<file path="src/rtl/cam_pkg.sv">
package cam_pkg;

    typedef enum logic [2:0] {
        OP_IDLE   = 3'd0,
        OP_SEARCH = 3'd1,
        OP_INSERT = 3'd2,
        OP_DELETE = 3'd3,
        OP_LOAD   = 3'd4,
        OP_NEXT   = 3'd5
    } cam_op_e;

    // write control passed from the command decoder to the storage array
    typedef struct packed {
        logic write;
        logic set_tag;
        logic clr_tag;
    } cam_wr_ctl_t;

endpackage

</file>
<file path="src/rtl/cam_first_one.sv">
module cam_first_one #(
    parameter int N     = 8,
    parameter int IDX_W = $clog2(N)
) (
    input  logic [N-1:0]     vec,
    output logic [IDX_W-1:0] idx,
    output logic             found
);
    // lowest set bit wins
    always_comb begin
        idx = '0;
        for (int i = N - 1; i >= 0; i--) begin
            if (vec[i]) idx = IDX_W'(i);
        end
    end

    assign found = |vec;
endmodule

</file>
<file path="src/rtl/cam_store.sv">
module cam_store
    import cam_pkg::*;
#(
    parameter int WORDS = 8,
    parameter int WIDTH = 16,
    localparam int IDX_W = $clog2(WORDS)
) (
    input  logic               clk,
    input  logic               rst,
    input  cam_wr_ctl_t        wr,
    input  logic [IDX_W-1:0]   wr_idx,
    input  logic [WIDTH-1:0]   wr_data,
    input  logic [WIDTH-1:0]   arg,
    input  logic [WIDTH-1:0]   mask,
    input  logic [IDX_W-1:0]   rd_idx,
    output logic [WIDTH-1:0]   rd_data,
    output logic [WORDS-1:0]   hit_vec,
    output logic [WORDS-1:0]   tags
);
    logic [WIDTH-1:0] words_q [WORDS];
    logic [WORDS-1:0] tags_q;

    always_ff @(posedge clk) begin
        if (rst) begin
            tags_q <= '0;
            for (int w = 0; w < WORDS; w++) words_q[w] <= '0;
        end else if (wr.write) begin
            for (int w = 0; w < WORDS; w++) begin
                if (wr_idx == IDX_W'(w)) begin
                    words_q[w] <= wr_data;
                    if (wr.set_tag) tags_q[w] <= 1'b1;
                    if (wr.clr_tag) tags_q[w] <= 1'b0;
                end
            end
        end
    end

    // one masked comparator per entry, gated by occupancy
    for (genvar g = 0; g < WORDS; g++) begin : g_cmp
        assign hit_vec[g] = tags_q[g] && (((words_q[g] ^ arg) & mask) == '0);
    end

    assign rd_data = words_q[rd_idx];
    assign tags    = tags_q;
endmodule

</file>
<file path="src/rtl/assoc_cam_top.sv">
module assoc_cam_top
    import cam_pkg::*;
#(
    parameter int WORDS = 8,
    parameter int WIDTH = 16,
    localparam int IDX_W = $clog2(WORDS)
) (
    input  logic             clk,
    input  logic             rst,
    input  logic             cmd_valid,
    input  logic [2:0]       cmd_op,
    input  logic [IDX_W-1:0] cmd_addr,
    input  logic [WIDTH-1:0] arg_data,
    input  logic [WIDTH-1:0] arg_mask,
    output logic [WIDTH-1:0] out_data,
    output logic [IDX_W-1:0] out_index,
    output logic             out_valid,
    output logic             out_last,
    output logic             no_match,
    output logic             full
);
    cam_op_e          op;
    cam_wr_ctl_t      wr;
    logic [IDX_W-1:0] wr_idx;
    logic [WIDTH-1:0] wr_data;
    logic [WIDTH-1:0] rd_data;
    logic [WORDS-1:0] hit_vec, tags, match_q;
    logic [IDX_W-1:0] free_idx, hit_idx;
    logic             free_found, hit_found;
    logic             nomatch_q, full_q;

    assign op = cam_op_e'(cmd_op);

    cam_store #(.WORDS(WORDS), .WIDTH(WIDTH)) u_store (
        .clk(clk), .rst(rst), .wr(wr), .wr_idx(wr_idx), .wr_data(wr_data),
        .arg(arg_data), .mask(arg_mask), .rd_idx(hit_idx), .rd_data(rd_data),
        .hit_vec(hit_vec), .tags(tags)
    );

    cam_first_one #(.N(WORDS)) u_free (
        .vec(~tags), .idx(free_idx), .found(free_found)
    );

    cam_first_one #(.N(WORDS)) u_hit (
        .vec(match_q), .idx(hit_idx), .found(hit_found)
    );

    always_comb begin
        wr      = '0;
        wr_idx  = cmd_addr;
        wr_data = arg_data;
        if (cmd_valid) begin
            unique case (op)
                OP_INSERT: if (free_found) begin
                    wr.write   = 1'b1;
                    wr.set_tag = 1'b1;
                    wr_idx     = free_idx;
                end
                OP_DELETE: begin
                    wr.write   = 1'b1;
                    wr.clr_tag = 1'b1;
                    wr_data    = '0;
                end
                OP_LOAD: begin
                    wr.write   = 1'b1;
                    wr.set_tag = 1'b1;
                end
                default: ;
            endcase
        end
    end

    always_ff @(posedge clk) begin
        if (rst) begin
            match_q   <= '0;
            nomatch_q <= 1'b0;
            full_q    <= 1'b0;
        end else if (cmd_valid) begin
            unique case (op)
                OP_SEARCH: begin
                    match_q   <= hit_vec;
                    nomatch_q <= (hit_vec == '0);
                end
                OP_INSERT: begin
                    match_q   <= '0;
                    nomatch_q <= 1'b0;
                    full_q    <= !free_found;
                end
                OP_DELETE, OP_LOAD: begin
                    match_q   <= '0;
                    nomatch_q <= 1'b0;
                end
                OP_NEXT: match_q <= match_q & (match_q - WORDS'(1));
                default: ;
            endcase
        end
    end

    assign out_valid = hit_found;
    assign out_index = hit_idx;
    assign out_data  = hit_found ? rd_data : '0;
    assign out_last  = hit_found && ((match_q & (match_q - WORDS'(1))) == '0);
    assign no_match  = nomatch_q;
    assign full      = full_q;

    p_last_valid_r5: assert property (@(posedge clk) disable iff (rst)
        out_last |-> out_valid);

    p_next_shrinks_r5: assert property (@(posedge clk) disable iff (rst)
        (cmd_valid && op == OP_NEXT && out_valid) |=>
        ($countones(match_q) == $past($countones(match_q)) - 1));

    p_nomatch_excl_r6: assert property (@(posedge clk) disable iff (rst)
        no_match |-> !out_valid);

    p_hits_active_r3: assert property (@(posedge clk) disable iff (rst)
        (match_q & ~tags) == '0);

    p_search_result_r4: assert property (@(posedge clk) disable iff (rst)
        (cmd_valid && op == OP_SEARCH) |=> (out_valid != no_match));

    p_insert_one_r7: assert property (@(posedge clk) disable iff (rst)
        (cmd_valid && op == OP_INSERT && tags != '1) |=>
        ($countones(tags) == $past($countones(tags)) + 1));

    p_full_nowrite_r8: assert property (@(posedge clk) disable iff (rst)
        (cmd_valid && op == OP_INSERT && tags == '1) |=> ($stable(tags) && full));

    p_write_drops_r11: assert property (@(posedge clk) disable iff (rst)
        (cmd_valid && (op == OP_DELETE || op == OP_LOAD)) |=> !out_valid);
endmodule

</file>
<file path="config.mk">
export PLATFORM = sky130hd
export DESIGN_NAME = assoc_cam_top
export DESIGN_NICKNAME = d
export VERILOG_FILES = /design/src/rtl/cam_pkg.sv /design/src/rtl/cam_first_one.sv /design/src/rtl/cam_store.sv /design/src/rtl/assoc_cam_top.sv
export SDC_FILE = /design/constraint.sdc
export NUM_CORES = 1
export LEC_CHECK = 0
export ABC_AREA = 1
export BUFFER_PORTS_ARGS = -buffer_cell sky130_fd_sc_hd__buf_4
export CAP_MARGIN = 40
export CORE_ASPECT_RATIO = 1.75
export CORE_MARGIN = 1
export CORE_UTILIZATION = 53
export CTS_BUF_LIST = sky130_fd_sc_hd__clkbuf_8
export DETAILED_ROUTE_END_ITERATION = 6
export GPL_ROUTABILITY_DRIVEN = 0
export PLACE_DENSITY = 0.69
export SYNTH_ARGS = -nofsm -noshare
export SYNTH_HDL_FRONTEND = slang
export SYNTH_SLANG_ARGS = --single-unit
</file>
<file path="constraint.sdc">
create_clock -name clk -period 7.3 [get_ports clk]
set_input_delay 1.46 -clock clk [delete_from_list [all_inputs] [get_ports clk]]
set_output_delay 1.46 -clock clk [all_outputs]
set_load 0.03 [all_outputs]
</file>
Yosys cells after proc, flatten, opt, wreduce, memory -nomap -nowiden
Memory sizes are Yosys's and may differ from the RTL's. Cells that the tools add are included.

Order comparisons: 0. Shifts and indexed selects: 0. Multipliers: 0. Div/mod/pow operators: 0. Bitwise gates (word level): 26. Reduce and logical (&&, ||, !) cells: 39. Equal/unequal tests: 12. Muxes and demuxes: 73. Add/sub/neg operators: 1.

Operator list (number): $mux 16 (11); $and 16x16->16 (8); $logic_not 16->1 (8); $xor 16x16->16 (8); $mux 3 (20); $mux 1 (37); $pmux 8 s3 (1); $reduce_and 3->1 (8); $eq 3x3->1 const B (6); $logic_not 8->1 (2); $reduce_or 8->1 (2); $eq 3x2->1 const B (4); $logic_and 1x1->1 (9); $and 8x8->8 (1); $not 8->8 (1); $or 1x1->1 (8); $sub 8x1->8 const B (1); $eq 3x1->1 const B (2); $pmux 1 s2 (3); $reduce_and 2->1 (3); $reduce_bool 2->1 (2); $logic_not 3->1 (1); $reduce_bool 3->1 (1); $reduce_or 3->1 (1); other kinds (3) (3).

Memory bits (writable): 128. Bits in read-only memories: 0. Bits in latches: 0. Memories: 1. Input port bits: 41. Register bits after elaboration: 18. Logic and storage cells: 163. Output and inout port bits: 23.

Memories: u_store.words_q (depth 8, bits a word 16, read ports 9, clocked after memory_dff 0, wr ports 8, line cam_store.sv:20) `logic [WIDTH-1:0] words_q [WORDS];`.

Depth between registers and ports, before layout
Gate-level depths: netlist (run 1).

Depth in word-level cells: 18. Depth in mapped cells: 14. Gate-level depth less buffers: 12.

Cells and area by module
A second synthesis (run 1) with hierarchy kept.

Cell total of the unflattened synthesis: 1464. Area total of the unflattened synthesis: 9898.2 um^2.

Modules (own cells, without submodules): cam_store (cells each 1208, instances 1, area each 8648.3 um^2, seq. area each 4003.8 um^2); assoc_cam_top (cells each 212, instances 1, area each 1052.3 um^2, seq. area each 200.2 um^2); cam_first_one (cells each 22, instances 2, area each 98.8 um^2, seq. area each 0.0 um^2).

Worst setup path after synthesis (run 1)
No wires, ideal clock.

Path kind: in2reg. From: in cmd_op[0]. To: mem u_store.words_q[6][0], enable pin. Stages on the path: 7. Data arrival time: 3566 ps. Buffers on the path: 0. Required time: 6889 ps. Setup slack: 3323 ps. Library setup time: 411 ps. Cell sequence: nor3_2 -> nand2_2 -> inv_2 -> nand2_4 -> o21ai_4 -> nand3_2 -> o21ai_0.

RTL lines: start, declared (line assoc_cam_top.sv:11) `input logic [2:0] cmd_op,`; end, declared (line cam_store.sv:20).

Final worst setup path (run 1)
From: reg match_q[4]. To: out out_data[9].

Cells in the longest elaborated chain, start to end: 7. Elaborated cells between the ends (all ways): 8. Classes of those cells: 6 x mux; 1 x reduce/logical; 1 x memory.

RTL lines: start, declared (line assoc_cam_top.sv:27) `logic [WORDS-1:0] hit_vec, tags, match_q;`; start signal, assigned (line assoc_cam_top.sv:81) `match_q <= hit_vec;`; start signal, assigned (line assoc_cam_top.sv:93) `OP_NEXT: match_q <= match_q & (match_q - WORDS'(1));`; $mux 3 (5 in a row) (line cam_first_one.sv:13) `if (vec[i]) idx = IDX_W'(i);`; $mem_v2 8x16; $mux 16 (*) (line assoc_cam_top.sv:101) `assign out_data = hit_found ? rd_data : '0;`; end, declared (line assoc_cam_top.sv:15) `output logic [WIDTH-1:0] out_data,`.

Every way passes the cells marked *; elsewhere a longest branch is shown, timed or not.

==> results of run 1 <==
## state kept, by name, summed over array words and instances (netlist names)
| signal | count |
|---|---|
| u_store.tags | 8 |
| no_match | 1 |
| full | 1 |
| match_q | 8 |
| u_store.words_q | 128 |
## placed cells by master, fill, tap and decap left out, drive strengths merged, types with 18 or more instances in the layout
cell | Yosys | final
nand3 | 171 | 171
dfxtp | 18 | 18
a21oi | 53 | 53
buf | 34 | 78
inv | 134 | 137
nand2 | 391 | 391
o21ai | 61 | 61
edfxtp | 128 | 128
nor2 | 223 | 223
## cells by family (layout without fill, tap and decap cells)
group | Yosys count | in the layout
simple gates | 810 | 810
buf+inv | 197 | 244
flops | 146 | 146
compound gates | 142 | 142
xor+xnor | 4 | 4
## final timing paths
path,startpoint,to,cells after the start
setup / recovery,match_q[4]$_SDFFE_PP0P_,out_data[9],10
hold / removal,match_q[0]$_SDFFE_PP0P_,match_q[0]$_SDFFE_PP0P_,2
setup reg to reg,u_store.tags[7]$_SDFFE_PP0P_,u_store.words_q[5][12]$_SDFFCE_PN0P_,10
hold reg to reg,match_q[0]$_SDFFE_PP0P_,match_q[0]$_SDFFE_PP0P_,2
## power by group through the flow
stage	sequential (mW)	clock (mW)	combinational, mW
after CTS	0.963	0.588	0.555
after global routing	0.968	0.617	0.606
final	0.964	0.585	0.560
after detailed placement	0.982	0	0.554
after floorplan	0.977	0	0.358
after global placement	0.982	0	0.526
## metal layers
metal | global-route usage [%] | part of all wire (%) | vias up | wire length, um
met5 | 0 | 0 | - | 0
met4 | 23.0 | 6.4 | 0 | 1830
met3 | 5.09 | 7.3 | 100 | 2100
met2 | 56.2 | 49 | 418 | 14200
met1 | 38.6 | 37 | 4027 | 10600
li1 | - | - | 4283 | -
## layout make-up
cell class              instances  area [um2]  area share, %
clock inverters                15         120           1.16
well taps                     227         284           2.75
clock buffers                  17         234           2.27
inverters                     134         503           4.88
multi-input cells             956        4280           41.5
repair buffers                 78         686           6.65
flip-flops and latches        146        4200           40.8
## tightest hold or removal path, cell delays in order (launching register included)
cell and delay, ns:
dfxtp_1 0.35, nand2_1 0.07, a21oi_1 0.06
## metrics by stage
| step | area [um2] | utilization (%) | worst slack (ns) | hold slack (ns) |
|---|---|---|---|---|
| floorplan | 9300 | - | 3.32 | 0.453 |
| global placement | 9780 | 57.5 | 2.79 | 0.494 |
| detailed placement | 9960 | 58.5 | 3.28 | 0.499 |
| CTS | 10300 | 60.6 | 2.84 | 0.510 |
| global route | 10300 | 60.6 | 2.69 | 0.531 |
| finish | 10300 | 60.6 | 2.84 | 0.517 |
==> metrics.cfg, run 1 <==
[outcome]
status=completed

[hold_path]
hold_path_class=flop to flop

[setup_path]
cpMaxStageDelayCell=inv_2
start_kind=flop
crit_path_max_fanout=39
path_buf_inv=3
worstPathRequired_ns=5.84
cp.arrival_ns=3.00
endpoint_kind=output pin
critical_path_class=flop to output pin
r2r_slack_ns=4.57
max_stage_delay_ns=0.47
critPathTopFamily=buffers and inverters
cp_cell_sequence=nor2_1, o21ai_1, a21oi_2, buf_4, inv_2, a21oi_1, o21ai_0, nand3_1, nand2_1, buf_4
critPathMostFrequentCell=buf_4

[synth]
yosysWarnings=0
yosysMostFrequentCell=nand2_1
synth_xor_xnor_area_share_pct=0.377
synth_top_family_by_area=simple AND/OR/NAND/NOR gates
synth-seq-cells=146
synth-compound-area-share_pct=8.56
yosys.area_share.simple_pct=37.0
syn_inst=1299
async_reset_ff_share_pct=0
synth-edff-count=128
synthTopCellsByCount=383 x nand2_1, 220 x nor2_1, 166 x nand3_1
synth_nets=1340
synth.area.mux_share_pct=0
syn_avg_cell_area_um2=7.16
synth-main-ff-cell=edfxtp_1
synth_top_area_share_pct=41.3
synth_fa_ha_area_share_pct=0
synth_top_cell_by_area=edfxtp_1
synth.area.top_cells=edfxtp_1 41%, nand2_1 15%, nand3_1 8.9%, nor2_1 8.9%, inv_1 5.1%
yosysSeqAreaShare_pct=45.2
ys_types=39
syn_area_mm2=0.00930

[power_and_ir_drop]
finalPower_mw=2.11
power.share.sequential_pct=45.7
p_per_area_mw_per_mm2=204
p_switching_mw=0.728
ir_drop_mv=0.142
switching_share_pct=34.5
leakage_nw=4.49
clkPwrFrac_pct=27.7
p_int_mw=1.38
pwr-share-comb_pct=26.5

[routing]
num_vias=8828
drt_wl_total_mm=28.7
viasPerCell=5.61
drc=0
dr.pass1.iters=5
post_drt_wl_per_cell_um=18.3
dr.first_iter.drc_count=781
ant_nets=0

[floorplanning]
std_cell_rows=63
ios=64
die_w_um=102
fp.dieH_um=177
die-area_mm2=0.0181
core_area_mm2=0.0170
initial_utilization_pct=54.6

[timing]
fmax_ghz=0.224
fin_tns_setup_ns=0
skew_ns=0.0201
finalSetupViolCount=0
finalCriticalPeriod_ns=4.46
rsz0062_at_grt=false
max_slew_margin_pct=39.4
hold_viol_final=0
worst_pin_slew_ns=0.908
drv_slew=0
min_period_over_period_pct=61.1

[grt]
grt_pass1_vias=8372
grtUsageTotal_pct=33.5
grt_overflow=0
grt_max_degree=69
grt_pass1_wl_mm=43.7
antenna_found_initial=0

[cts]
clock-sinks=146
clk_path_buf_depth=2
cts.clk_slew.worst_paths_ns=0.09
cts_resized=0
postCtsSetupRepairBufs=0
cts_hold_buffers=0
cts_buffers=17
htreeDepth=4
cts_tree=yes
clkLatencyLatePin_ns=0.46
root_buffer=clkbuf_8

[placed_design]
hpwl_mm=20.0
placed_cells=1541
io_buffers=63

[final_layout]
fin_cells=1573
drive_gt1_share_pct=11.3
syn2layout_area_growth_pct=10.9
nets=1374
n_antenna_cell=0
n_fill_cell=1602

[run]
maxCapViolCount=0

No activity file was read; power rests on OpenSTA's default activity.
==> run 2: changes to the inputs <==
==> constraint.sdc (replaced) <==
create_clock -name clk -period 4.5 [get_ports clk]
set_input_delay 0.9 -clock clk [delete_from_list [all_inputs] [get_ports clk]]
set_output_delay 0.9 -clock clk [all_outputs]
set_load 0.03 [all_outputs]
==> run 2 against run 1 <==
  * Core utilization fell by 0.23 points
  * Clock skew shrank 0.0028 ns
  * Setup slack got worse by 2.0 ns
  * Die area unchanged
  * Final area decreased by 0.38%
  * Count of clock-buffer cells in the layout did not move
  * Sequential share of layout area rose by 0.15 points
  * Largest cell class unchanged
  * Highest routed layer unchanged
==> metrics.cfg, run 2 (same netlist as run 1, synthesis figures left out) <==
[outcome]
status=completed  ; unchanged

[grt]
grt_overflow=0  ; unchanged
grt_pass1_vias=8010  ; was 8372
antenna_found_initial=0  ; unchanged
grtUsageTotal_pct=33.3  ; was 33.5%
grt_pass1_wl_mm=43.3  ; was 43.7 mm
grt_max_degree=69  ; unchanged

[final_layout]
n_antenna_cell=0  ; unchanged
fin_cells=1570  ; was 1573
largest-register=u_store.words_q  ; unchanged
largest_reg_flops=128  ; unchanged
layout_common_cells=382 x nand2_1, 220 x nor2_1, 166 x nand3_1  ; unchanged
syn2layout_area_growth_pct=10.5  ; was 10.9%
post-route-util_pct=60.3  ; was 60.6%
drive_gt1_share_pct=11.1  ; was 11.3%
nets=1371  ; was 1374
n_fill_cell=1667  ; was 1602
final_common_cell=nand2_1  ; unchanged

[floorplanning]
die_w_um=102  ; unchanged
ios=64  ; unchanged
die-area_mm2=0.0181  ; unchanged
core_area_mm2=0.0170  ; unchanged
initial_utilization_pct=54.6  ; unchanged
fp.dieH_um=177  ; unchanged
std_cell_rows=63  ; unchanged

[placed_design]
placed_cells=1538  ; was 1541
dp_slack_ns=1.10  ; was 3.28 ns
hpwl_mm=20.6  ; was 20.0 mm
io_buffers=63  ; unchanged

[timing]
rsz0062_at_grt=false  ; unchanged
finalCriticalPeriod_ns=3.66
fin_tns_setup_ns=0  ; unchanged
hold_viol_final=0  ; unchanged
worst_pin_slew_ns=0.906  ; was 0.908 ns
finalSetupViolCount=0  ; unchanged
skew_ns=0.0173  ; was 0.0201 ns
max_slew_margin_pct=39.5  ; was 39.4%
min_period_over_period_pct=81.4
fmax_ghz=0.273
setup_slack_ns=0.838  ; was 2.84 ns
drv_slew=0  ; unchanged

[power_and_ir_drop]
p_switching_mw=1.18  ; was 0.728 mW
pwr-share-comb_pct=25.2  ; was 26.5%
clkPwrFrac_pct=30.2  ; was 27.7%
finalPower_mw=3.52  ; was 2.11 mW
p_per_area_mw_per_mm2=343  ; was 204 mW/mm2
leakage_nw=4.47  ; was 4.49 nW
p_int_mw=2.34  ; was 1.38 mW
ir_drop_mv=0.285  ; was 0.142 mV
power.share.sequential_pct=44.5  ; was 45.7%
switching_share_pct=33.5  ; was 34.5%

[setup_path]
r2r_start=u_store.tags[7]$_SDFFE_PP0P_  ; unchanged
start_kind=flop  ; unchanged
worstPathRequired_ns=3.60  ; was 5.84 ns
cp_cell_sequence=a21oi_1, o21ai_1, nand2_1, nand2_1, nand2_2, inv_1, buf_4, nand2_1, nand3_1, nand3_1, nand2_1, buf_4  ; was nor2_1, o21ai_1, a21oi_2, buf_4, inv_2, a21oi_1, o21ai_0, nand3_1, nand2_1, buf_4
cpMaxStageDelayCell=inv_1  ; was inv_2
startpoint=match_q[7]$_SDFFE_PP0P_  ; was match_q[4]$_SDFFE_PP0P_
critPathTopFamily=buffers and inverters  ; unchanged
critical_path_class=flop to output pin  ; unchanged
path_buf_inv=3  ; unchanged
critPathMostFrequentCell=nand2_1  ; was buf_4
cp.arrival_ns=2.76  ; was 3.00 ns
max_stage_delay_ns=0.64  ; was 0.47 ns
crit_path_max_fanout=19  ; was 39
endpoint_kind=output pin  ; unchanged

[cts]
cts_buffers=17  ; unchanged
cts_resized=0  ; unchanged
htreeDepth=4  ; unchanged
clkLatencyLatePin_ns=0.46  ; about the same
root_buffer=clkbuf_8  ; unchanged
clock-sinks=146  ; unchanged
postCtsSetupRepairBufs=0  ; unchanged
cts_hold_buffers=0  ; unchanged
cts_tree=yes  ; unchanged
cts.clk_slew.worst_paths_ns=0.09  ; about the same
clk_path_buf_depth=2  ; unchanged

[routing]
drc=0  ; unchanged
drt_wl_total_mm=28.8  ; was 28.7 mm
post_drt_wl_per_cell_um=18.4  ; was 18.3 um
dr.first_iter.drc_count=684  ; was 781
dr.pass1.iters=5  ; unchanged
ant_nets=0  ; unchanged
viasPerCell=5.55  ; was 5.61
num_vias=8718  ; was 8828

[hold_path]
hp-start=match_q[0]$_SDFFE_PP0P_  ; unchanged
hold_path_class=flop to flop  ; unchanged

[run]
maxCapViolCount=0  ; unchanged

## run 2: changes by cell type in the layout (fill, tap and decap cells not counted), sizes merged
| cell | before | now |
|---|---|---|
| buf | 78 | 75 |
| bufinv | 1 | 3 |
| clkinv | 9 | 6 |
| clkinvlp | 2 | 3 |
## run 2: final timing paths
path / end / slack (ns) / depth (start not counted)
worst max register to register: u_store.words_q[5][11]$_SDFFCE_PN0P_ / 1.74 / 9
worst min-delay path: match_q[0]$_SDFFE_PP0P_ / 0.50 / 2
worst max-delay path: out_data[1] / 0.84 / 12
worst min register to register: match_q[0]$_SDFFE_PP0P_ / 0.50 / 2
## run 2: power by group through the flow
stage               clock network, mW  logic, mW  registers (mW)
detailed placement                  0      0.882            1.60
CTS                              1.06      0.885            1.57
global route                     1.12      0.964            1.57
finish                           1.06      0.889            1.57
global placement                    0      0.859            1.60
floorplan                           0      0.581            1.58
## run 2: metrics by stage
stage	hold slack, ns	area [um2]
final	0.501	10300
after global routing	0.543	10300
after CTS	0.505	10300
after detailed placement	0.494	9870
after global placement	0.483	9810
after floorplan	0.453	9300
## run 2: area by class of cell
class | count | area (um2) | share of cell area (%)
inverters | 134 | 503 | 4.90
flip-flops and latches | 146 | 4200 | 40.9
repair buffers | 75 | 598 | 5.82
well taps | 227 | 284 | 2.76
clock inverters | 15 | 169 | 1.64
multi-input cells | 956 | 4280 | 41.7
clock buffers | 17 | 234 | 2.28
## run 2: metal layers
layer	track usage, %	wire [um]
met2	57.3	14600
met1	38.6	10600
met5	0	0
met4	20.8	1810
met3	3.87	1760
## run 2: worst reg2reg max path: cells and delay by family (launching register included)
kind | cells | cell delay, ns
AND/OR/NAND/NOR | 7 | 1.58
flip-flops | 1 | 0.42
buffers and inverters | 1 | 0.12
AO/OA/AOI/OAI | 1 | 0.16
